`src/rtl/kpd_pkg.sv`:
```
package kpd_pkg;

   typedef enum logic [2:0] {
      KS_SETTLE,
      KS_TEST,
      KS_WAIT,
      KS_CHECK,
      KS_HOLD
   } kpd_state_e;

   function automatic int kpd_max(input int a, input int b);
      return (a > b) ? a : b;
   endfunction

endpackage

```
`src/rtl/kpd_sync.sv`:
```
module kpd_sync #(
   parameter int          W         = 4,
   parameter int          STAGES    = 2,
   parameter logic        RESET_LVL = 1'b1
) (
   input  logic         clk,
   input  logic         rst_n,
   input  logic [W-1:0] d_i,
   output logic [W-1:0] q_o
);

   generate
      if (STAGES < 2) begin : g_bad_stages
         $error("kpd_sync: STAGES must be at least 2");
      end
      if (W < 1) begin : g_bad_width
         $error("kpd_sync: W must be at least 1");
      end
   endgenerate

   logic [STAGES-1:0][W-1:0] pipe_q;

   always_ff @(posedge clk or negedge rst_n) begin
      if (!rst_n) begin
         pipe_q <= {(STAGES*W){RESET_LVL}};
      end else begin
         pipe_q <= {pipe_q[STAGES-2:0], d_i};
      end
   end

   assign q_o = pipe_q[STAGES-1];

endmodule

```
`src/rtl/kpd_timer.sv`:
```
module kpd_timer #(
   parameter int CNT_W     = 8,
   parameter int RESET_VAL = 0
) (
   input  logic             clk,
   input  logic             rst_n,
   input  logic             load_i,
   input  logic [CNT_W-1:0] load_val_i,
   output logic             expired_o
);

   generate
      if (CNT_W < 1) begin : g_bad_w
         $error("kpd_timer: CNT_W must be at least 1");
      end
      if (RESET_VAL >= (1 << CNT_W)) begin : g_bad_rst
         $error("kpd_timer: RESET_VAL does not fit in CNT_W");
      end
   endgenerate

   logic [CNT_W-1:0] cnt_q;

   always_ff @(posedge clk or negedge rst_n) begin
      if (!rst_n) begin
         cnt_q <= CNT_W'(RESET_VAL);
      end else if (load_i) begin
         cnt_q <= load_val_i;
      end else if (cnt_q != '0) begin
         cnt_q <= cnt_q - 1'b1;
      end
   end

   assign expired_o = (cnt_q == '0);

   // the debounce window shrinks by one each cycle, never skips
   assert_timer_step_R5: assert property (@(posedge clk) disable iff (!rst_n)
      (!load_i && cnt_q != '0) |=> (cnt_q == $past(cnt_q) - 1'b1));

   // an expired timer stays expired until reloaded
   assert_timer_rest_R5: assert property (@(posedge clk) disable iff (!rst_n)
      (!load_i && cnt_q == '0) |=> expired_o);

endmodule

```
`src/rtl/kpd_row_drive.sv`:
```
module kpd_row_drive #(
   parameter int ROWS = 4,
   parameter int RW   = 2
) (
   input  logic [RW-1:0]   row_idx_i,
   output logic [ROWS-1:0] row_n_o
);

   generate
      for (genvar g = 0; g < ROWS; g++) begin : g_row
         assign row_n_o[g] = (row_idx_i != RW'(g));
      end
   endgenerate

endmodule

```
`src/rtl/kpd_scan_fsm.sv`:
```
module kpd_scan_fsm
   import kpd_pkg::*;
#(
   parameter int ROWS         = 4,
   parameter int COLS         = 4,
   parameter int DEBOUNCE_CYC = 500000,
   parameter int SETTLE_CYC   = 3,
   parameter int RW           = 2,
   parameter int CW           = 2,
   parameter int CODE_W       = 4
) (
   input  logic              clk,
   input  logic              rst_n,
   input  logic [COLS-1:0]   col_s_i,
   output logic [RW-1:0]     row_idx_o,
   output logic [CODE_W-1:0] key_code_o,
   output logic              key_valid_o
);

   localparam int                TMR_MAX  = kpd_max(DEBOUNCE_CYC, SETTLE_CYC);
   localparam int                TMR_W    = $clog2(TMR_MAX + 1);
   localparam logic [TMR_W-1:0]  DEB_LD   = TMR_W'(DEBOUNCE_CYC - 1);
   localparam logic [TMR_W-1:0]  SET_LD   = TMR_W'(SETTLE_CYC - 1);
   localparam logic [RW-1:0]     LAST_ROW = RW'(ROWS - 1);
   localparam logic [CW-1:0]     LAST_COL = CW'(COLS - 1);
   localparam logic [CODE_W-1:0] COLS_C   = CODE_W'(COLS);

   generate
      if (DEBOUNCE_CYC < 1) begin : g_bad_deb
         $error("kpd_scan_fsm: DEBOUNCE_CYC must be at least 1");
      end
      if (SETTLE_CYC < 1) begin : g_bad_set
         $error("kpd_scan_fsm: SETTLE_CYC must be at least 1");
      end
   endgenerate

   kpd_state_e        state_q;
   logic [RW-1:0]     row_q;
   logic [CW-1:0]     col_q;
   logic [CODE_W-1:0] code_q;
   logic              valid_q;

   logic              col_hit;
   logic              last_col;
   logic              row_clear;
   logic              adv_row;
   logic              adv_col;
   logic              start_deb;
   logic              tmr_load;
   logic [TMR_W-1:0]  tmr_val;
   logic              tmr_done;

   assign col_hit   = ~col_s_i[col_q];
   assign last_col  = (col_q == LAST_COL);
   assign row_clear = &col_s_i;

   always_comb begin
      adv_row   = 1'b0;
      adv_col   = 1'b0;
      start_deb = 1'b0;
      unique case (state_q)
         KS_TEST: begin
            if (col_hit)       start_deb = 1'b1;
            else if (last_col) adv_row   = 1'b1;
            else               adv_col   = 1'b1;
         end
         KS_CHECK: begin
            if (!col_hit) begin
               if (last_col) adv_row = 1'b1;
               else          adv_col = 1'b1;
            end
         end
         KS_HOLD:   adv_row = row_clear;
         default: ;
      endcase
   end

   assign tmr_load = start_deb | adv_row;
   assign tmr_val  = start_deb ? DEB_LD : SET_LD;

   kpd_timer #(
      .CNT_W     (TMR_W),
      .RESET_VAL (SETTLE_CYC - 1)
   ) i_kpd_timer (
      .clk        (clk),
      .rst_n      (rst_n),
      .load_i     (tmr_load),
      .load_val_i (tmr_val),
      .expired_o  (tmr_done)
   );

   always_ff @(posedge clk or negedge rst_n) begin
      if (!rst_n) begin
         state_q <= KS_SETTLE;
         row_q   <= '0;
         col_q   <= '0;
         code_q  <= '0;
         valid_q <= 1'b0;
      end else begin
         valid_q <= 1'b0;
         if (adv_row) begin
            row_q   <= (row_q == LAST_ROW) ? '0 : row_q + 1'b1;
            col_q   <= '0;
            state_q <= KS_SETTLE;
         end else if (adv_col) begin
            col_q   <= col_q + 1'b1;
            state_q <= KS_TEST;
         end else begin
            unique case (state_q)
               KS_SETTLE: if (tmr_done) begin
                  col_q   <= '0;
                  state_q <= KS_TEST;
               end
               KS_TEST:   state_q <= KS_WAIT;
               KS_WAIT:   if (tmr_done) state_q <= KS_CHECK;
               KS_CHECK: begin
                  valid_q <= 1'b1;
                  code_q  <= CODE_W'(row_q) * COLS_C + CODE_W'(col_q);
                  state_q <= KS_HOLD;
               end
               KS_HOLD: ;
               default:   state_q <= KS_SETTLE;
            endcase
         end
      end
   end

   assign row_idx_o   = row_q;
   assign key_code_o  = code_q;
   assign key_valid_o = valid_q;

   // the key strobe never lasts two cycles
   assert_strobe_pulse_R4: assert property (@(posedge clk) disable iff (!rst_n)
      key_valid_o |=> !key_valid_o);

   // row and column do not move while a candidate is being debounced
   assert_wait_stable_R7: assert property (@(posedge clk) disable iff (!rst_n)
      (state_q == KS_WAIT) |=> ($stable(row_q) && $stable(col_q)));

   // a held row keeps the scanner parked and silent
   assert_hold_park_R6: assert property (@(posedge clk) disable iff (!rst_n)
      (state_q == KS_HOLD && !row_clear) |=> (state_q == KS_HOLD && !key_valid_o));

   // a strobe always follows a recheck of the selected column
   assert_strobe_src_R8: assert property (@(posedge clk) disable iff (!rst_n)
      key_valid_o |-> ($past(state_q) == KS_CHECK));

endmodule

```
`src/rtl/keypad_scan.sv`:
```
module keypad_scan #(
   parameter int ROWS         = 4,
   parameter int COLS         = 4,
   parameter int DEBOUNCE_CYC = 500000,
   parameter int SYNC_STAGES  = 2,
   parameter int CODE_W       = $clog2(ROWS * COLS)
) (
   input  logic              clk,
   input  logic              rst_n,
   input  logic [COLS-1:0]   col_n_i,
   output logic [ROWS-1:0]   row_n_o,
   output logic [CODE_W-1:0] key_code_o,
   output logic              key_valid_o
);

   localparam int RW         = $clog2(ROWS);
   localparam int CW         = $clog2(COLS);
   localparam int SETTLE_CYC = SYNC_STAGES + 1;

   generate
      if (ROWS < 2) begin : g_bad_rows
         $error("keypad_scan: ROWS must be at least 2");
      end
      if (COLS < 2) begin : g_bad_cols
         $error("keypad_scan: COLS must be at least 2");
      end
      if (CODE_W < $clog2(ROWS * COLS)) begin : g_bad_code
         $error("keypad_scan: CODE_W too narrow for ROWS*COLS keys");
      end
   endgenerate

   logic [COLS-1:0] col_s;
   logic [RW-1:0]   row_idx;

   kpd_sync #(
      .W         (COLS),
      .STAGES    (SYNC_STAGES),
      .RESET_LVL (1'b1)
   ) i_kpd_sync (
      .clk   (clk),
      .rst_n (rst_n),
      .d_i   (col_n_i),
      .q_o   (col_s)
   );

   kpd_scan_fsm #(
      .ROWS         (ROWS),
      .COLS         (COLS),
      .DEBOUNCE_CYC (DEBOUNCE_CYC),
      .SETTLE_CYC   (SETTLE_CYC),
      .RW           (RW),
      .CW           (CW),
      .CODE_W       (CODE_W)
   ) i_kpd_scan_fsm (
      .clk         (clk),
      .rst_n       (rst_n),
      .col_s_i     (col_s),
      .row_idx_o   (row_idx),
      .key_code_o  (key_code_o),
      .key_valid_o (key_valid_o)
   );

   kpd_row_drive #(
      .ROWS (ROWS),
      .RW   (RW)
   ) i_kpd_row_drive (
      .row_idx_i (row_idx),
      .row_n_o   (row_n_o)
   );

   logic [CODE_W-1:0] strobe_row;
   assign strobe_row = key_code_o / CODE_W'(COLS);

   // one row line low at a time
   assert_one_row_R2: assert property (@(posedge clk) disable iff (!rst_n)
      $countones(~row_n_o) == 1);

   // any change of the row drive is a one-step rotation upward
   assert_row_rotate_R3: assert property (@(posedge clk) disable iff (!rst_n)
      (row_n_o != $past(row_n_o)) |->
         (row_n_o == {$past(row_n_o[ROWS-2:0]), $past(row_n_o[ROWS-1])}));

   // the reported row is the one being driven low
   assert_code_row_R4: assert property (@(posedge clk) disable iff (!rst_n)
      key_valid_o |-> !row_n_o[strobe_row[RW-1:0]]);

endmodule

```
`config.mk`:
```
export PLATFORM = sky130hd
export DESIGN_NAME = keypad_scan
export DESIGN_NICKNAME = d
export VERILOG_FILES = /design/src/rtl/kpd_pkg.sv /design/src/rtl/kpd_sync.sv /design/src/rtl/kpd_timer.sv /design/src/rtl/kpd_row_drive.sv /design/src/rtl/kpd_scan_fsm.sv /design/src/rtl/keypad_scan.sv
export SDC_FILE = /design/constraint.sdc
export NUM_CORES = 1
export LEC_CHECK = 0
export BUFFER_PORTS_ARGS = -buffer_cell sky130_fd_sc_hd__clkbuf_2
export CELL_PAD_IN_SITES_DETAIL_PLACEMENT = 1
export CELL_PAD_IN_SITES_GLOBAL_PLACEMENT = 2
export CORE_ASPECT_RATIO = 0.5
export CORE_MARGIN = 8
export CORE_UTILIZATION = 38
export DETAILED_ROUTE_END_ITERATION = 6
export PLACE_DENSITY = 0.82
export SLEW_MARGIN = 20
export SYNTH_ARGS = -nofsm -noshare
export SYNTH_HDL_FRONTEND = slang
export SYNTH_SLANG_ARGS = --single-unit
```
`constraint.sdc`:
```
create_clock -name clk -period 3.4 [get_ports clk]
set_clock_uncertainty 0.1 [all_clocks]
set_input_delay 0 -clock clk [delete_from_list [all_inputs] [get_ports clk]]
set_output_delay 0 -clock clk [all_outputs]
set_load 0.03 [all_outputs]
```
After elaboration in Yosys (flattened, before gate mapping)

Cells that the tools add are included.

$mul: 0
Order comparisons: 1
Equal/unequal tests: 12
Shift operators: 0
Add/subtract/negate cells: 4
Div/mod/pow operators: 0
Mux-type cells: 26
Reductions and logical operators: 12
Bitwise operators: 3

Operators with widths:

| cell                                                                         | number |
|---|---|
| 19-bit two-way mux                                                           | 3 |
| 19-bit zero test                                                             | 1 |
| 19-bit nonzero test                                                          | 1 |
| 19-bit by 1-bit subtractor with 19-bit output, second input constant         | 1 |
| 3-bit one-hot mux with 5 select lines                                        | 1 |
| 3-bit two-way mux                                                            | 4 |
| 1-bit two-way mux                                                            | 11 |
| 2-bit two-way mux                                                            | 5 |
| 4-bit by 2-bit inequality test with 1-bit output, second input constant      | 2 |
| 3-bit by 2-bit equality test with 1-bit output, second input constant        | 2 |
| 3-bit AND reduction                                                          | 2 |
| 3-bit nonzero test                                                           | 2 |
| 2-bit by 1-bit adder with 2-bit output, second input constant                | 2 |
| 4-bit by 2-bit adder with 4-bit output                                       | 1 |
| 2-bit equality test, second input constant                                   | 2 |
| 2-bit inequality test, second input constant                                 | 2 |
| 4-bit AND reduction                                                          | 1 |
| 2-bit nonzero test                                                           | 2 |
| 3-bit by 1-bit equality test with 1-bit output, second input constant        | 1 |
| 3-bit equality test, second input constant                                   | 1 |
| 3-bit zero test                                                              | 1 |
| 2-bit by 3-bit less-than comparator with 1-bit output, second input constant | 1 |
| 3-bit by 1-bit inequality test with 1-bit output, second input constant      | 1 |
| 1-bit binary-select mux with 2-bit select                                    | 1 |
| other kinds (6)                                                              | 7 |

Bits in latches: 0
Register bits: 39
Input bits: 6
Memories kept: 0
Bits in read-only memories: 0
Bits in writable memories: 0
Output and inout bits: 9

Depth between registers and ports, before layout

Depth in word-level cells: 6
Gate-level depth with buffers: 8
Mapped depth without buffers: 7

Cells and area by module

Synthesis repeated with hierarchy kept, for this count alone.

Cells, all modules: 195
Area, all modules: 2,020.7 um^2

By module, submodules not included:

| module        | instances | cells each | area an instance (um^2) | seq. area each (um^2) |
|---|---|---|---|---|
| kpd_timer     | 1         | 127        | 1,118.6                 | 476.7 |
| kpd_scan_fsm  | 1         | 52         | 639.4                   | 300.3 |
| kpd_sync      | 1         | 12         | 240.2                   | 210.2 |
| kpd_row_drive | 1         | 4          | 22.5                    | 0.0 |

Worst setup path before layout

No wires, ideal clock.

Path type: register -> register
Start: register i_kpd_scan_fsm.i_kpd_timer.cnt_q[7]
End: register i_kpd_scan_fsm.col_q[0]
Data arrival time: 2.181 ns
Slack: 0.992 ns
Stages on the path, launching flop included: 8
Path buffers: 2
Cell sequence: dfrtp_1 > or4_4 > or4b_1 > buf_2 > or2_1 > buf_6 > o2111ai_1 > o21ai_1

Word-level cells in the longest chain between the ends: 3

RTL lines:

| item                                 | RTL line            | source |
|---|---|---|
| start, declared                      | kpd_timer.sv:21     | `logic [CNT_W-1:0] cnt_q;` |
| start signal, assigned               | kpd_timer.sv:25     | `cnt_q <= CNT_W'(RESET_VAL);` |
| start signal, assigned               | kpd_timer.sv:27     | `cnt_q <= load_val_i;` |
| start signal, assigned               | kpd_timer.sv:29     | `cnt_q <= cnt_q - 1'b1;` |
| 19-bit zero test                     | kpd_timer.sv:33     | `assign expired_o = (cnt_q == '0);` |
| 3-bit nonzero test (no source line)  | --                  |  |
| 2-bit AND reduction (no source line) | --                  |  |
| end signal, assigned                 | kpd_scan_fsm.sv:106 | `col_q <= col_q + 1'b1;` |
| end, declared                        | kpd_scan_fsm.sv:39  | `logic [CW-1:0] col_q;` |

Every way passes these cells.
A chain may end at the register's enable or synchronous reset.

Final worst setup path

Start: register i_kpd_scan_fsm.i_kpd_timer.cnt_q[7]
End: register i_kpd_scan_fsm.i_kpd_timer.cnt_q[13]

Word-level cells in the longest chain between the ends: 3

RTL lines:

| item                                          | RTL line        | source |
|---|---|---|
| 19-bit by 1-bit subtractor with 19-bit output | kpd_timer.sv:29 |  |
| 19-bit two-way mux                            | kpd_timer.sv:28 | `end else if (cnt_q != '0) begin` |
| 19-bit two-way mux                            | kpd_timer.sv:26 | `end else if (load_i) begin` |

Several ways; a longest one is shown, not always the timed one. The select of a mux whose other input is x is not followed.

==> results.md <==
Placement:
- OpenSTA, run right after detailed placement, puts the worst setup slack at 740.4 ps.
- Input and output buffers added on the ports amount to 14.
- The post-detailed-placement half-perimeter wirelength is 2911 um.
- The weighted congestion reported at the end of routability-driven placement is 0.7596.

Layout:
- The core utilization of the finished layout is 44.39%.
- In the final layout, the share of cells above drive strength 1 is 22.45%.
- The filler cell count is between 500 and 600.
- The number of antenna diodes in the final layout is 0.
- The number of nets in the final layout is 207.
- From synthesis to final layout, the design area changed by 14.53%.

Synth:
- For this run, the number of Yosys warnings is 0.
- Counting flops and latches in the post-synthesis netlist gives 39.
- The share of synthesized area occupied by flip-flops and latches is 52.85%.
- In this run the biggest area consumer among cell types represents 40.19% of the synthesized area.
- dfrtp_1 takes more of the synthesized area than any other cell.
- The number of standard cells after synthesis is 173.
- The synthesized cell area is 1868 um2.
- By area the synthesized netlist is led by dfrtp_1, dfstp_2, nor2_1, ha_1, xnor2_1.
- Among all flip-flop cells after synthesis, the most frequent one is dfrtp_1.
- The average instance in the mapped netlist occupies 10.80 um2.
- The synthesized netlist contains 48 unique library cells.
- For this run, asynchronously set or reset flops after synthesis account for 100.0%.
- The synthesized netlist net count is 185.
- Yosys mapped a number of flops with a built-in enable equal to 0.

Clock tree:
- TritonCTS built the clock tree.
- The H-tree was split into 2 levels.
- The clock-pin slew on the worst setup and hold paths is 80 ps.
- The later-pin clock latency in the skew report is 290 ps.
- The number of gates resized after cts is 0.
- The clock root buffer is clkbuf_8.
- The number of clock sinks is 39.
- In this run the deepest clock path goes through 2 buffers.
- Buffers inserted during clock tree synthesis total 5.

Run:
- The max-cap violation count is 0.

Worst setup path:
- Data arrives at the worst endpoint at 2700 ps.
- The category of the critical setup timing path is reg -> reg.
- Along the worst path, the maximum fanout reaches 10.
- The startpoint type of the worst setup path is a flip-flop.
- The master of the slowest instance on the critical path is or4b_1.
- The peak per-stage delay on the critical path is about 710 ps.
- The buffer and inverter count on the worst path is 0.
- The signal on the critical path passes through or4_4 -> or4b_1 -> or2_1 -> nand2_1 -> o21ai_1.
- The sort of element at the end of the critical path is a flip-flop.
- The cell family contributing the most delay on the critical path is simple AND/OR/NAND/NOR gates.
- For the worst setup path, the data required time is 3460 ps.

Power and ir drop:
- The clock network burns 22.5% of the power.
- The share of total power dissipated in combinational logic is 26.2%.
- The power density over the cells is around 630 nW/um2.
- Registers are responsible for between 50 and 60% of the overall power.
- The maximum vdd ir drop is between 0.3 and 0.4 mV.
- In this run the power spent charging and discharging nets is 472.5 uW.
- The switching share of total power is approximately a third.
- The internal power summed over all cells is 885.9 uW.
- The leakage power figure is 0.0009287 uW.

Floorplanning:
- The initial standard-cell utilization of the core is 38.76%.
- The die covers 7552 um2.
- The floorplan has 18 rows.
- The die is around 120 um wide.
- Measured along the y axis, the die boundary spans 65.58 um.
- The core region area is 4820 um2.
- In this run the count of I/O pins placed on the die edge is 15.

STA:
- The worst pin sits at a relative slew slack of 35.84%.
- The number of hold violations in the final report is 0.
- The final max-slew violation count is 0.
- Setup repair after global routing left no endpoint under its margin.
- The slew of the pin with the lowest slew margin is 962.4 ps.
- The maximum clock frequency is 377.7 MHz.
- The minimum setup slack in the final design is between 700 and 800 ps.
- Adding up every negative setup slack in the final design gives 0 ps.
- In the finished design, the share of the clock period the worst path needs comes to 77.88%.
- Setup violations remaining at the end of the flow were counted as 0.
- The clock period could shrink to approximately 2600 ps.

Min path:
- The type of the tightest min-delay check is in -> reg.

Global route:
- The total overflow left after global routing is 0.
- The first global-routing pass estimated between 7000 and 8000 um of wire.
- Entering global routing, the biggest net connects 40 pins.
- The overall track demand over capacity in global routing is about 13%.
- The number of antenna violations at the first check in global routing is 0.
- The via count of the first global-routing pass is about 1600.

Routing:
- The total routed wirelength is 4068 um.
- Once detail routing completed, the nets flagged for antenna violations numbered 0.
- The initial detailed-routing violation count is 37.
- The DRC violations left is 0.
- The total via count after detailed routing is 1352.
- The total iterations of the first detailed-routing run is 4.
- After detailed routing, the number of vias per cell comes to 5.083.
- After detailed routing, the average wire length per cell comes to 15.29 um.

Status:
- The run finished with clean final reports.
cells by family (layout without fill, tap and decap cells):
family / Yosys count / count (layout) / synth area share, %
fa+ha+maj: 6 / 6 / 4.019
compound gates: 30 / 30 / 9.847
simple gates: 62 / 62 / 18.89
xor+xnor: 14 / 14 / 6.564
mux: 6 / 6 / 4.152
flops: 39 / 39 / 52.85
buf+inv: 16 / 39 / 3.684
routing by layer:
layer  vias to the layer above  wire length (um)  part of all wire [%]  track usage (%)
li1                        644                 -                     -                -
met1                       687              1909                    47            15.26
met2                        17              1995                    49            21.33
met3                         4               116                   2.9            3.199
met4                         0                48                   1.2            5.186
met5                         -                 0                     0                0
metrics by stage:
step / total power (uW) / area (um2) / instances / hold slack [ps]
after global routing: 1454 / 2140 / 266 / 229.7
final: 1358 / 2140 / 266 / 227.9
after detailed placement: 1060 / 2006 / 253 / -10.01
after global placement: 1033 / 2006 / 253 / -11.96
after floorplan: 949.2 / 1868 / 173 / -395.6
after CTS: 1367 / 2140 / 266 / 227.8
power by group through the flow:
stage	Combinational, uW	Clock [uW]	Sequential (uW)
finish	355	305	698
global route	410	330	715
CTS	361	308	698
detailed placement	354	0	706
global placement	341	0	692
floorplan	280	0	669
timing repair:
| action | CTS | global route |
|---|---|---|
| hold buffers | 5 | 0 |
| hold endpoints to repair | 34 | 0 |
| buffers inserted | 0 | 0 |
cell usage in the layout (no fill, tap or decap), types with 2 or more instances in the layout:
cell type / n
o21a_1: 3
nor2_1: 23
nor3b_1: 2
o2111ai_1: 2
clkbuf_8: 5
clkbuf_2: 14
dfrtp_1: 30
inv_1: 11
clkinv_2: 3
mux2_2: 4
xor2_1: 7
nor4_1: 4
or4_1: 2
ha_1: 6
o21ai_0: 5
dlygate4sd3_1: 5
o21ai_1: 12
dfstp_2: 9
nand3b_1: 3
nand4_1: 2
xnor2_1: 7
nand2_1: 5
or3_1: 3
nand3_1: 2
nor3_1: 3
cell type report:
class | instances | area [um2] | area share (%)
Inverter | 11 | 41.29 | 1.930
Sequential cell | 39 | 987.2 | 46.14
Multi-Input combinational cell | 118 | 812.0 | 37.95
Timing Repair Buffer | 20 | 127.6 | 5.965
Tap cell | 70 | 87.58 | 4.094
Clock inverter | 3 | 15.01 | 0.7018
Clock buffer | 5 | 68.82 | 3.216
final timing paths:
| check | start | endpoint | slack (ps) | cells after the start |
|---|---|---|---|---|
| setup reg to reg | i_kpd_scan_fsm.i_kpd_timer.cnt_q[7] | i_kpd_scan_fsm.i_kpd_timer.cnt_q[13] | 750 | 5 |
| min in group asynchronous | rst_n | i_kpd_scan_fsm.col_q[0] | 290 | 2 |
| max in group asynchronous | rst_n | i_kpd_scan_fsm.i_kpd_timer.cnt_q[12] | 2320 | 2 |
| setup / recovery | i_kpd_scan_fsm.i_kpd_timer.cnt_q[7] | i_kpd_scan_fsm.i_kpd_timer.cnt_q[13] | 750 | 5 |
| hold / removal | col_n_i[0] | i_kpd_sync.pipe_q[0] | 230 | 2 |
| hold reg to reg | i_kpd_sync.pipe_q[2] | i_kpd_sync.q_o[2] | 260 | 0 |
flip-flops by register name, indices dropped and copies added, names as in the netlist:
signal and count:
i_kpd_scan_fsm.state_q 3, i_kpd_scan_fsm.key_code_o 4, i_kpd_scan_fsm.i_kpd_timer.cnt_q 19, i_kpd_scan_fsm.key_valid_o 1, i_kpd_sync.q_o 4, i_kpd_scan_fsm.row_idx_o 2
i_kpd_scan_fsm.col_q 2, i_kpd_sync.pipe_q 4
worst register-to-register path, delay by kind of cell (launching register included):
family          cells  cell delay (ps)
compound gates      1              110
flops               1              420
simple gates        4             1890
synthesized netlist by cell type, drive strengths merged (3+ instances only):
cell and number:
buf 3, dfrtp 30, dfstp 9, ha 6, inv 11, mux2 4, nand2 5, nand3b 3
nor2 23, nor3 3, nor4 5, o21a 3, o21ai 18, or2 3, or3 3, or4 3
xnor2 7, xor2 7
No activity file was read; power rests on OpenSTA's default activity.
